**config.mk**
```make
export PLATFORM = sky130hd
export DESIGN_NAME = vsync_id_streamer
export DESIGN_NICKNAME = d
export VERILOG_FILES = /design/src/rtl/vsid_pkg.sv /design/src/rtl/vsid_edge_det.sv /design/src/rtl/vsid_frame_ctr.sv /design/src/rtl/vsid_bit_out.sv /design/src/rtl/vsync_id_streamer.sv
export SDC_FILE = /design/constraint.sdc
export NUM_CORES = 1
export LEC_CHECK = 0
export ABC_AREA = 1
export BUFFER_PORTS_ARGS = -buffer_cell sky130_fd_sc_hd__buf_2
export CORE_MARGIN = 1.5
export CORE_UTILIZATION = 25
export DETAILED_ROUTE_END_ITERATION = 16
export PLACE_DENSITY = 0.54
export SYNTH_ARGS = -nofsm -noshare
export SYNTH_HDL_FRONTEND = slang
export SYNTH_SLANG_ARGS = --single-unit
```
**constraint.sdc**
```tcl
create_clock -name clk -period 2.8 [get_ports clk]
set_input_delay 0.14 -clock clk [delete_from_list [all_inputs] [get_ports clk]]
set_output_delay 0.14 -clock clk [all_outputs]
set_load 0.05 [all_outputs]
```
**src/rtl/vsid_pkg.sv**
```systemverilog
package vsid_pkg;
  localparam int TABLE_BYTES = 128;
  localparam int BYTE_W      = 8;
  localparam int SYNC_STAGES = 2;
endpackage

```
**src/rtl/vsid_edge_det.sv**
```systemverilog
module vsid_edge_det #(
  parameter int STAGES = 2
) (
  input  logic clk,
  input  logic rst,
  input  logic async_in,
  output logic rise
);
  // chain[0..STAGES-1] synchronise, chain[STAGES] holds the previous level
  logic [STAGES:0] chain;

  for (genvar g = 0; g <= STAGES; g++) begin : g_stage
    if (g == 0) begin : g_first
      always_ff @(posedge clk) begin
        if (rst) chain[g] <= 1'b0;
        else     chain[g] <= async_in;
      end
    end else begin : g_rest
      always_ff @(posedge clk) begin
        if (rst) chain[g] <= 1'b0;
        else     chain[g] <= chain[g-1];
      end
    end
  end

  assign rise = chain[STAGES-1] & ~chain[STAGES];


  strobe_single_chk: assert property (@(posedge clk) disable iff (rst)
    rise |=> !rise);
endmodule

```
**src/rtl/vsid_frame_ctr.sv**
```systemverilog
module vsid_frame_ctr #(
  parameter int NBYTES = 128,
  parameter int WORD_W = 8,
  localparam int AW    = $clog2(NBYTES),
  localparam int BW    = $clog2(WORD_W + 1)
) (
  input  logic          clk,
  input  logic          rst,
  input  logic          clr,
  input  logic          adv,
  output logic [BW-1:0] bit_idx,
  output logic [AW-1:0] byte_idx
);
  localparam logic [BW-1:0] SEP_POS  = BW'(WORD_W);
  localparam logic [AW-1:0] LAST_IDX = AW'(NBYTES - 1);

  always_ff @(posedge clk) begin
    if (rst || clr) begin
      bit_idx  <= '0;
      byte_idx <= '0;
    end else if (adv) begin
      if (bit_idx == SEP_POS) begin
        bit_idx  <= '0;
        byte_idx <= (byte_idx == LAST_IDX) ? '0 : byte_idx + 1'b1;
      end else begin
        bit_idx <= bit_idx + 1'b1;
      end
    end
  end


  bit_range_chk: assert property (@(posedge clk) disable iff (rst)
    bit_idx <= SEP_POS);


  addr_step_chk: assert property (@(posedge clk) disable iff (rst)
    !$stable(byte_idx) |-> (byte_idx == $past(byte_idx) + 1'b1) || (byte_idx == '0));


  addr_on_sep_chk: assert property (@(posedge clk) disable iff (rst)
    (adv && !clr && bit_idx != SEP_POS) |=> $stable(byte_idx));
endmodule

```
**src/rtl/vsid_bit_out.sv**
```systemverilog
module vsid_bit_out #(
  parameter int WORD_W = 8,
  localparam int BW    = $clog2(WORD_W + 1)
) (
  input  logic              clk,
  input  logic              rst,
  input  logic              clr,
  input  logic              adv,
  input  logic [BW-1:0]     bit_idx,
  input  logic [WORD_W-1:0] rdata,
  output logic              sdata
);
  localparam logic [BW-1:0] SEP_POS = BW'(WORD_W);

  logic [WORD_W-1:0] shifted;
  logic              next_bit;

  always_comb begin
    shifted  = rdata << bit_idx;
    next_bit = (bit_idx == SEP_POS) ? 1'b1 : shifted[WORD_W-1];
  end

  always_ff @(posedge clk) begin
    if (rst || clr)  sdata <= 1'b1;
    else if (adv)    sdata <= next_bit;
  end


  change_needs_cause_chk: assert property (@(posedge clk) disable iff (rst)
    !$stable(sdata) |-> ($past(adv) || $past(clr)));
endmodule

```
**src/rtl/vsync_id_streamer.sv**
```systemverilog
module vsync_id_streamer #(
  parameter int BLOCK_BYTES = vsid_pkg::TABLE_BYTES,
  parameter int WORD_W      = vsid_pkg::BYTE_W,
  parameter int SYNC_DEPTH  = vsid_pkg::SYNC_STAGES,
  localparam int AW         = $clog2(BLOCK_BYTES),
  localparam int BW         = $clog2(WORD_W + 1)
) (
  input  logic              clk,
  input  logic              rst,
  input  logic              vsync_in,
  input  logic              enable,
  output logic [AW-1:0]     mem_addr,
  input  logic [WORD_W-1:0] mem_rdata,
  output logic              sdata_out
);
  logic          vs_rise;
  logic          adv;
  logic          clr;
  logic [BW-1:0] bit_idx;
  logic [AW-1:0] byte_idx;

  assign clr = ~enable;
  assign adv = vs_rise & enable;

  vsid_edge_det #(.STAGES(SYNC_DEPTH)) u_edge (
    .clk      (clk),
    .rst      (rst),
    .async_in (vsync_in),
    .rise     (vs_rise)
  );

  vsid_frame_ctr #(.NBYTES(BLOCK_BYTES), .WORD_W(WORD_W)) u_ctr (
    .clk      (clk),
    .rst      (rst),
    .clr      (clr),
    .adv      (adv),
    .bit_idx  (bit_idx),
    .byte_idx (byte_idx)
  );

  vsid_bit_out #(.WORD_W(WORD_W)) u_out (
    .clk     (clk),
    .rst     (rst),
    .clr     (clr),
    .adv     (adv),
    .bit_idx (bit_idx),
    .rdata   (mem_rdata),
    .sdata   (sdata_out)
  );

  // address held on the byte in flight; the table's registered read settles long before the next strobe
  assign mem_addr = byte_idx;


  idle_when_off_chk: assert property (@(posedge clk) disable iff (rst)
    !enable |=> (sdata_out && mem_addr == '0));
endmodule

```
After elaboration in Yosys (flattened, before gate mapping). Index checks and enable logic that the tools add are counted.

Logic and storage cells: 20. Bits of input ports: 12. Bits in registers: 15. Output and inout bits: 8.

Bitwise operators: 4. Add/sub/neg operators: 2. Shifts and indexed selects: 1. Muxes and demuxes: 3. Reduce and logical (&&, ||, !) cells: 2. Eq/ne operators: 2.

Operators by type and width (number): $shl A8 B4 Y8 (1); $add A7 B1 Y7 const B (1); $eq A7 B7 Y1 const B (1); $mux W7 (1); $add A4 B1 Y4 const B (1); $eq A4 B4 Y1 const B (1); $mux W4 (1); $and A1 B1 Y1 (2); $not A1 Y1 (2); $reduce_and A2 Y1 (1); $logic_or A1 B1 Y1 (1); $mux W1 (1).

Depth between registers and ports, before layout. Gate-level depths: netlist (run 1).

Depth in word-level cells: 4. Mapped depth: 9. Gate-level depth less buffers: 8.

Cells and area by module. Synthesis (run 1) repeated with hierarchy kept, for this count alone.

Cell total of the unflattened synthesis: 119. Area, all modules: 795.8 um^2.

Modules (own cells, without submodules): vsid_frame_ctr (cells each 75, instances 1, area an instance 546.8 um^2, sequential area each 220.2 um^2); vsid_bit_out (cells each 31, instances 1, area an instance 151.4 um^2, sequential area each 20.0 um^2); vsid_edge_det (cells each 10, instances 1, area an instance 86.3 um^2, sequential area each 60.1 um^2); vsync_id_streamer (cells each 3, instances 1, area an instance 11.3 um^2, sequential area each 0.0 um^2).

Worst setup path before layout (run 1). OpenSTA, ideal clock, no wires.

Kind: register to register. From: register u_ctr.byte_idx[1]. To: register u_ctr.byte_idx[3]. Setup slack: 1.296 ns. Stages on the path, launching flop included: 7. Library setup time: 0.116 ns. Required time: 2.684 ns. Path buffers: 0. Data arrival time: 1.389 ns. Clock period less this slack: 1.504 ns. Cells stage by stage: dfxtp_1 ha_1 inv_1 nor2_1 a21oi_2 nor2_2 nor2_1.

Longest elaborated chain between the ends: 2. Elaborated cells on any way between the ends: 3. Classes of those cells: add/sub (1); eq/ne (1); mux (1).

Ends and longest elaborated chain: from (decl) (RTL line vsid_frame_ctr.sv:12) `output logic [AW-1:0] byte_idx`; from (signal assigned) (RTL line vsid_frame_ctr.sv:24) `byte_idx <= (byte_idx == LAST_IDX) ? '0 : byte_idx + 1'b1;`; $add A7 B1 Y7 or $eq A7 B7 Y1 (tied branches) (RTL line vsid_frame_ctr.sv:24); $mux W7 (*) (RTL line vsid_frame_ctr.sv:24).

Every way passes the cells marked *; elsewhere a longest branch is shown, timed or not. A chain may end at the register's enable or synchronous reset.

Worst setup path in the final report (run 1).
From: register u_ctr.bit_idx[0]. To: register u_out.sdata.

Longest elaborated chain between the ends: 2. Elaborated cells on any way between the ends: 3. Classes of those cells: eq/ne (1); shift (1); mux (1).

Ends and longest elaborated chain: from (decl) (RTL line vsid_frame_ctr.sv:11) `output logic [BW-1:0] bit_idx,`; from (signal assigned) (RTL line vsid_frame_ctr.sv:26) `bit_idx <= bit_idx + 1'b1;`; $shl A8 B4 Y8 or $eq A4 B4 Y1 (tied branches) (RTL line vsid_bit_out.sv:19, vsid_bit_out.sv:20); $mux W1 (*) (RTL line vsid_bit_out.sv:20) `next_bit = (bit_idx == SEP_POS) ? 1'b1 : shifted[WORD_W-1];`; to (signal assigned) (RTL line vsid_bit_out.sv:25) `else if (adv) sdata <= next_bit;`; to (decl) (RTL line vsid_bit_out.sv:11) `output logic sdata`.

Marked as above.

==> out/qor.yml, run 1 <==
die_h_um: 60.6
final.setup.tns_ps: 0
clk_pin_slew_ps: 90
synth_top_area_share: 0.363
grt_pass1_vias: 690
holdBufCountCts: 0
powerDensity_mw_per_mm2: 370
critical-path-top-delay-family: "flip-flops"
route.detailed.wl_per_inst_um: 8.68
routed_wirelength_um: 1600
clock_sinks: 15
crit_path_max_incr_delay_ps: 480
drt_iter0_drc: 21
hold_slack_ps: 54.2
clock_skew_ps: 1.04
cp.arrival_ps: 1690
synth_fp_nets: 133
antenna_found_initial: 0
grt_pass1_wl_um: 2790
p_leak_nw: 0.436
cts.repair.resized: 0
fp.coreArea_mm2: 0.00310
die_area_mm2: 0.00367
rsz0062_at_grt: "false"
vdd_drop_max_v: 0.000175
fmax_mhz: 665
pin_count: 20
vias: 758
hold_viol_final: 0
synth_area_leaders: "dfxtp_1 (36%), nand2_1 (14%), inv_1 (7.7%)"
dominantRegCellSynth: "dfxtp_1"
grt_usage: 0.101
cp-start-kind: "register"
rr_startpoint: "u_ctr.bit_idx[0]"
diodes: 0
ys_types: 23
worstPathCellList: "inv_1 -> ha_1 -> nand3_2 -> nor2_8 -> nor2_4 -> inv_2 -> a21oi_2 -> nand2_1"
yosys_warnings: 0
fin_total_pwr_mw: 0.370
gr-total-overflow: 0
cts_tree: "yes"
fp-row-count: 20
syn_area_um2: 828
path_buf_inv: 2
crit_slowest_cell: "dfxtp_1"
period_minus_slack_ps: 1500
initial_utilization: 0.267
syn_avg_cell_area_um2: 7.02
endpoint_kind: "register"
tightest_slew_ps: 273
max-slew-margin-rel: 0.818
die_x_um: 60.6
synth_enable_flop_cells: 0
fin_nets: 156
hp-class: "input port to register"
dpl_cell_area_um2: 973
drive_above_1_share: 0.243
cts_setup_buffers: 0
syn_to_final_growth_pct: 20.7
rr_worst_depth: 8
drc_errors: 0
portBuffers: 19
synthArstFlopShare: 0
worstSkewPairLatency_ps: 280
crit_start: "u_ctr.bit_idx[0]"
htree_levels: 1
synth_most_common_cell: "nand2_1"
drv_cap: 0
gp_congestion: 0.814
status: "finished clean"
required_ps: 2980
clockBufferDepth: 2
dr.pass1.iters: 4
crit_end: "u_out.sdata"
synth_seq_area_share: 0.363
worst-path-max-fanout: 9
r2r_slack_ps: 1300
synth_common_cells: "nand2_1 (30), inv_1 (17), dfxtp_1 (15), nor2_1 (14), nand3_1 (10)"
crit_cells: 8
slew_viol_final: 0
synthCells: 118
hpwl_um: 1280
report.final.setup_viol: 0
period_share: 0.537
r2r_end: "u_out.sdata"
numCtsBuffers: 3
synth_area_leader_cell: "dfxtp_1"
crit_type: "register to register"
ys_ff_latch: 15
grt_max_degree: 10
via_per_inst: 4.12
final_cell_area_um2: 1000
cts_root_buffer: "clkbuf_4"
antenna_left: 0
==> stage by stage <==
step,utilization,cells,worst slack (ps)
detailed placement,0.314,180,1300
CTS,0.322,184,1300
floorplan,-,118,1300
finish,0.322,184,1300
global route,0.322,184,1140
global placement,0.314,180,1350
==> per-layer routing <==
metal | vias up | wire, um | GRT usage
met2 | 10 | 766 | 0.171
met3 | 0 | 59 | 0.0384
met5 | - | 0 | 0
met4 | 0 | 0 | 0.0280
met1 | 332 | 772 | 0.121
li1 | 416 | - | -
==> worst min path at each step <==
stage             start  cells past startpoint  slack, ps              end
6_report       vsync_in                      3         50  u_edge.chain[0]
5_1_grt        vsync_in                      3         40  u_edge.chain[0]
4_1_cts        vsync_in                      3         40  u_edge.chain[0]
3_5_place_dp   vsync_in                      3        350  u_edge.chain[0]
3_3_place_gp   vsync_in                      3        350  u_edge.chain[0]
2_1_floorplan       rst                      1        210  u_edge.chain[0]
==> kinds of logic (layout without fill, tap and decap cells) <==
family	Yosys count	in the layout	synth area share
xor gates and xnor gates	1	1	0.0106
DFF	15	15	0.363
and+or+nand+nor	65	65	0.390
buffers and inverters	20	42	0.0921
AOI/OAI and AO/OA	14	14	0.0997
adders and majority gates	3	3	0.0453
==> layout by cell type (no fill, tap or decap) <==
cell / instances
a21oi_1: 5
a21oi_2: 2
and3_1: 1
buf_2: 19
clkbuf_1: 1
clkbuf_4: 3
dfxtp_1: 15
ha_1: 3
inv_1: 17
inv_2: 2
nand2_1: 30
nand3_1: 10
nand3_2: 1
nand3_4: 1
nand4_1: 2
nor2_1: 14
nor2_2: 2
nor2_4: 2
nor2_8: 1
o211ai_1: 1
o21ai_0: 4
o21ai_1: 1
o21bai_1: 1
or2_2: 1
xnor2_1: 1
==> worst min-delay path, cell delays in order <==
cell	delay, ps
buf_2	90
inv_1	40
nor2_1	30
==> flip-flops by register name, summed over array words and instances (netlist names) <==
name / count
u_ctr.byte_idx: 7
u_edge.chain: 3
u_out.sdata: 1
u_ctr.bit_idx: 4
==> power by group <==
| part | leakage [nW] | switching, mW | total (mW) | internal, mW |
|---|---|---|---|---|
| clock | 0.0150 | 0.0682 | 0.124 | 0.0553 |
| sequential | 0.121 | 0.00182 | 0.217 | 0.215 |
| combinational | 0.300 | 0.0167 | 0.0292 | 0.0125 |
| total | 0.436 | 0.0868 | 0.370 | 0.283 |
==> cell type report <==
cell class	count	area [um2]
Fill cell	337	2100
Multi-Input combinational cell	83	452
Sequential cell	15	300
Timing Repair Buffer	19	95.1
Inverter	19	71.3
Tap cell	44	55.1
Clock buffer	4	26.3
Note: power is estimated with default switching activity, not from simulation.
==> inputs of run 2 (changes only) <==
PLACE_DENSITY = 0.56   (was 0.54)
clock period = 1.35 ns   (was 2.8 ns; I/O delays follow)
==> run 2 against run 1 <==
Clock skew rose by 1.9 ps. Cell area grew 6.1%. Fmax increased by 21%. Cell count up 2.7%. Register-to-register slack got worse by 1200 ps. Core utilization grew 2.0 points. Setup slack worse by 1200 ps. Critical path type unchanged. Critical endpoint is now u_ctr.byte_idx[0]. Largest power group unchanged.
==> out/qor.yml, run 2 (same netlist as run 1, synthesis figures left out) <==
crit_end: "u_ctr.byte_idx[0]"
clock_skew_ps: 2.90
nFillCells: 351
period_share: 0.918
hp-class: "input port to register"
tightest_slew_ps: 254
dr.pass1.iters: 4
gp_congestion: 0.784
slew_viol_final: 0
layout_commonest_cell: "nand2_1"
via_per_inst: 4.18
final.setup.tns_ps: 0
endpoint_kind: "register"
fp.coreArea_mm2: 0.00310
gr-total-overflow: 0
largest_register: "u_ctr.byte_idx"
routed_wirelength_um: 1680
vdd_drop_max_v: 0.000346
r2r_end: "u_ctr.byte_idx[0]"
fp-row-count: 20
hold_viol_final: 0
die_x_um: 60.6
powerDensity_mw_per_mm2: 731
largest_reg_flops: 7
max-slew-margin-rel: 0.832
crit_type: "register to register"
critical-path-top-delay-family: "simple AND/OR/NAND/NOR gates"
clk_pin_slew_ps: 90
hold_slack_ps: 6.46
vias: 790
drt_iter0_drc: 20
clock_sinks: 15
cp-start-kind: "register"
hpwl_um: 1290
grt_usage: 0.105
grt_pass1_vias: 723
largestRegisters: "u_ctr.byte_idx (7), u_ctr.bit_idx (4), u_edge.chain (3)"
pin_count: 20
r2r_slack_ps: 110
cts_root_buffer: "clkbuf_4"
path_buf_inv: 1
regArea_um2: 303
rr_worst_depth: 7
portBuffers: 19
diodes: 0
fmax_mhz: 807
report.final.setup_viol: 0
clockBufferDepth: 2
die_area_mm2: 0.00367
initial_utilization: 0.267
htree_levels: 1
multiInputGateArea_um2: 478
antenna_found_initial: 0
grt_max_degree: 10
crit_slowest_cell: "dfxtp_1"
status: "finished clean"
cp.arrival_ps: 1420
fin_nets: 161
worst-path-max-fanout: 5
period_minus_slack_ps: 1240
cts_tree: "yes"
p_leak_nw: 0.457
rr_startpoint: "u_ctr.bit_idx[0]"
grt_pass1_wl_um: 2930
required_ps: 1530
drive_above_1_share: 0.303
crit_path_max_incr_delay_ps: 330
die_h_um: 60.6
drv_cap: 0
crit_cells: 7
drc_errors: 0
layout_common_cells: "nand2_1 (29), buf_2 (19), inv_1 (16)"
numCtsBuffers: 3
syn_to_final_growth_pct: 28.1
route.detailed.wl_per_inst_um: 8.88
crit_start: "u_ctr.bit_idx[0]"
antenna_left: 0
worstPathCellList: "inv_2 -> ha_2 -> nand3_4 -> nor2_8 -> nor2_4 -> nor2_2 -> a21oi_1"
worstSkewPairLatency_ps: 280
run 2: through the flow:
stage	worst slack (ps)	utilization	total power [mW]	instances	instance area, um2
floorplan	7.27	-	0.498	118	831
global placement	111	0.322	0.523	183	998
detailed placement	74.9	0.322	0.525	183	998
CTS	60.9	0.333	0.781	188	1030
global route	-2.80	0.342	0.804	189	1060
finish	111	0.342	0.775	189	1060
run 2: cell type report:
cell class,count,area share
multi-input cells,84,0.450
clock buffers,4,0.0248
inverters,19,0.0672
well taps,44,0.0519
repair buffers,23,0.120
flip-flops and latches,15,0.285
run 2: repair_timing:
action,4_1_cts,5_1_grt
endpoints found under the hold margin,1,0
setup endpoints to repair,0,7
setup buffers,0,0
hold buffers,1,0
gates resized for setup,0,5
run 2: power breakdown:
part	switching, mW	total (mW)	leakage, nW	internal (mW)
clock	0.143	0.258	0.0150	0.115
sequential	0.00291	0.450	0.122	0.447
combinational	0.0381	0.0679	0.319	0.0298
total	0.184	0.775	0.457	0.591
run 2: metal layers:
metal	global-route usage	part of all wire
met1	0.141	0.46
met3	0.0405	0.041
met2	0.158	0.49
met5	0	0
met4	0.0280	0.0060
run 2: worst reg2reg max path, cell delays in order (launching register included):
cell	delay, ps
dfxtp_1	330
inv_2	80
ha_2	210
nand3_4	110
nor2_8	150
nor2_4	60
nor2_2	140
a21oi_1	60
run 2: worst min path at each step:
stage                        start               to  depth (start not counted)
after global routing           rst  u_edge.chain[0]                          2
after detailed placement  vsync_in  u_edge.chain[0]                          3
after CTS                      rst  u_edge.chain[1]                          2
final                          rst  u_edge.chain[2]                          2
after global placement    vsync_in  u_edge.chain[0]                          3
after floorplan                rst  u_edge.chain[0]                          1
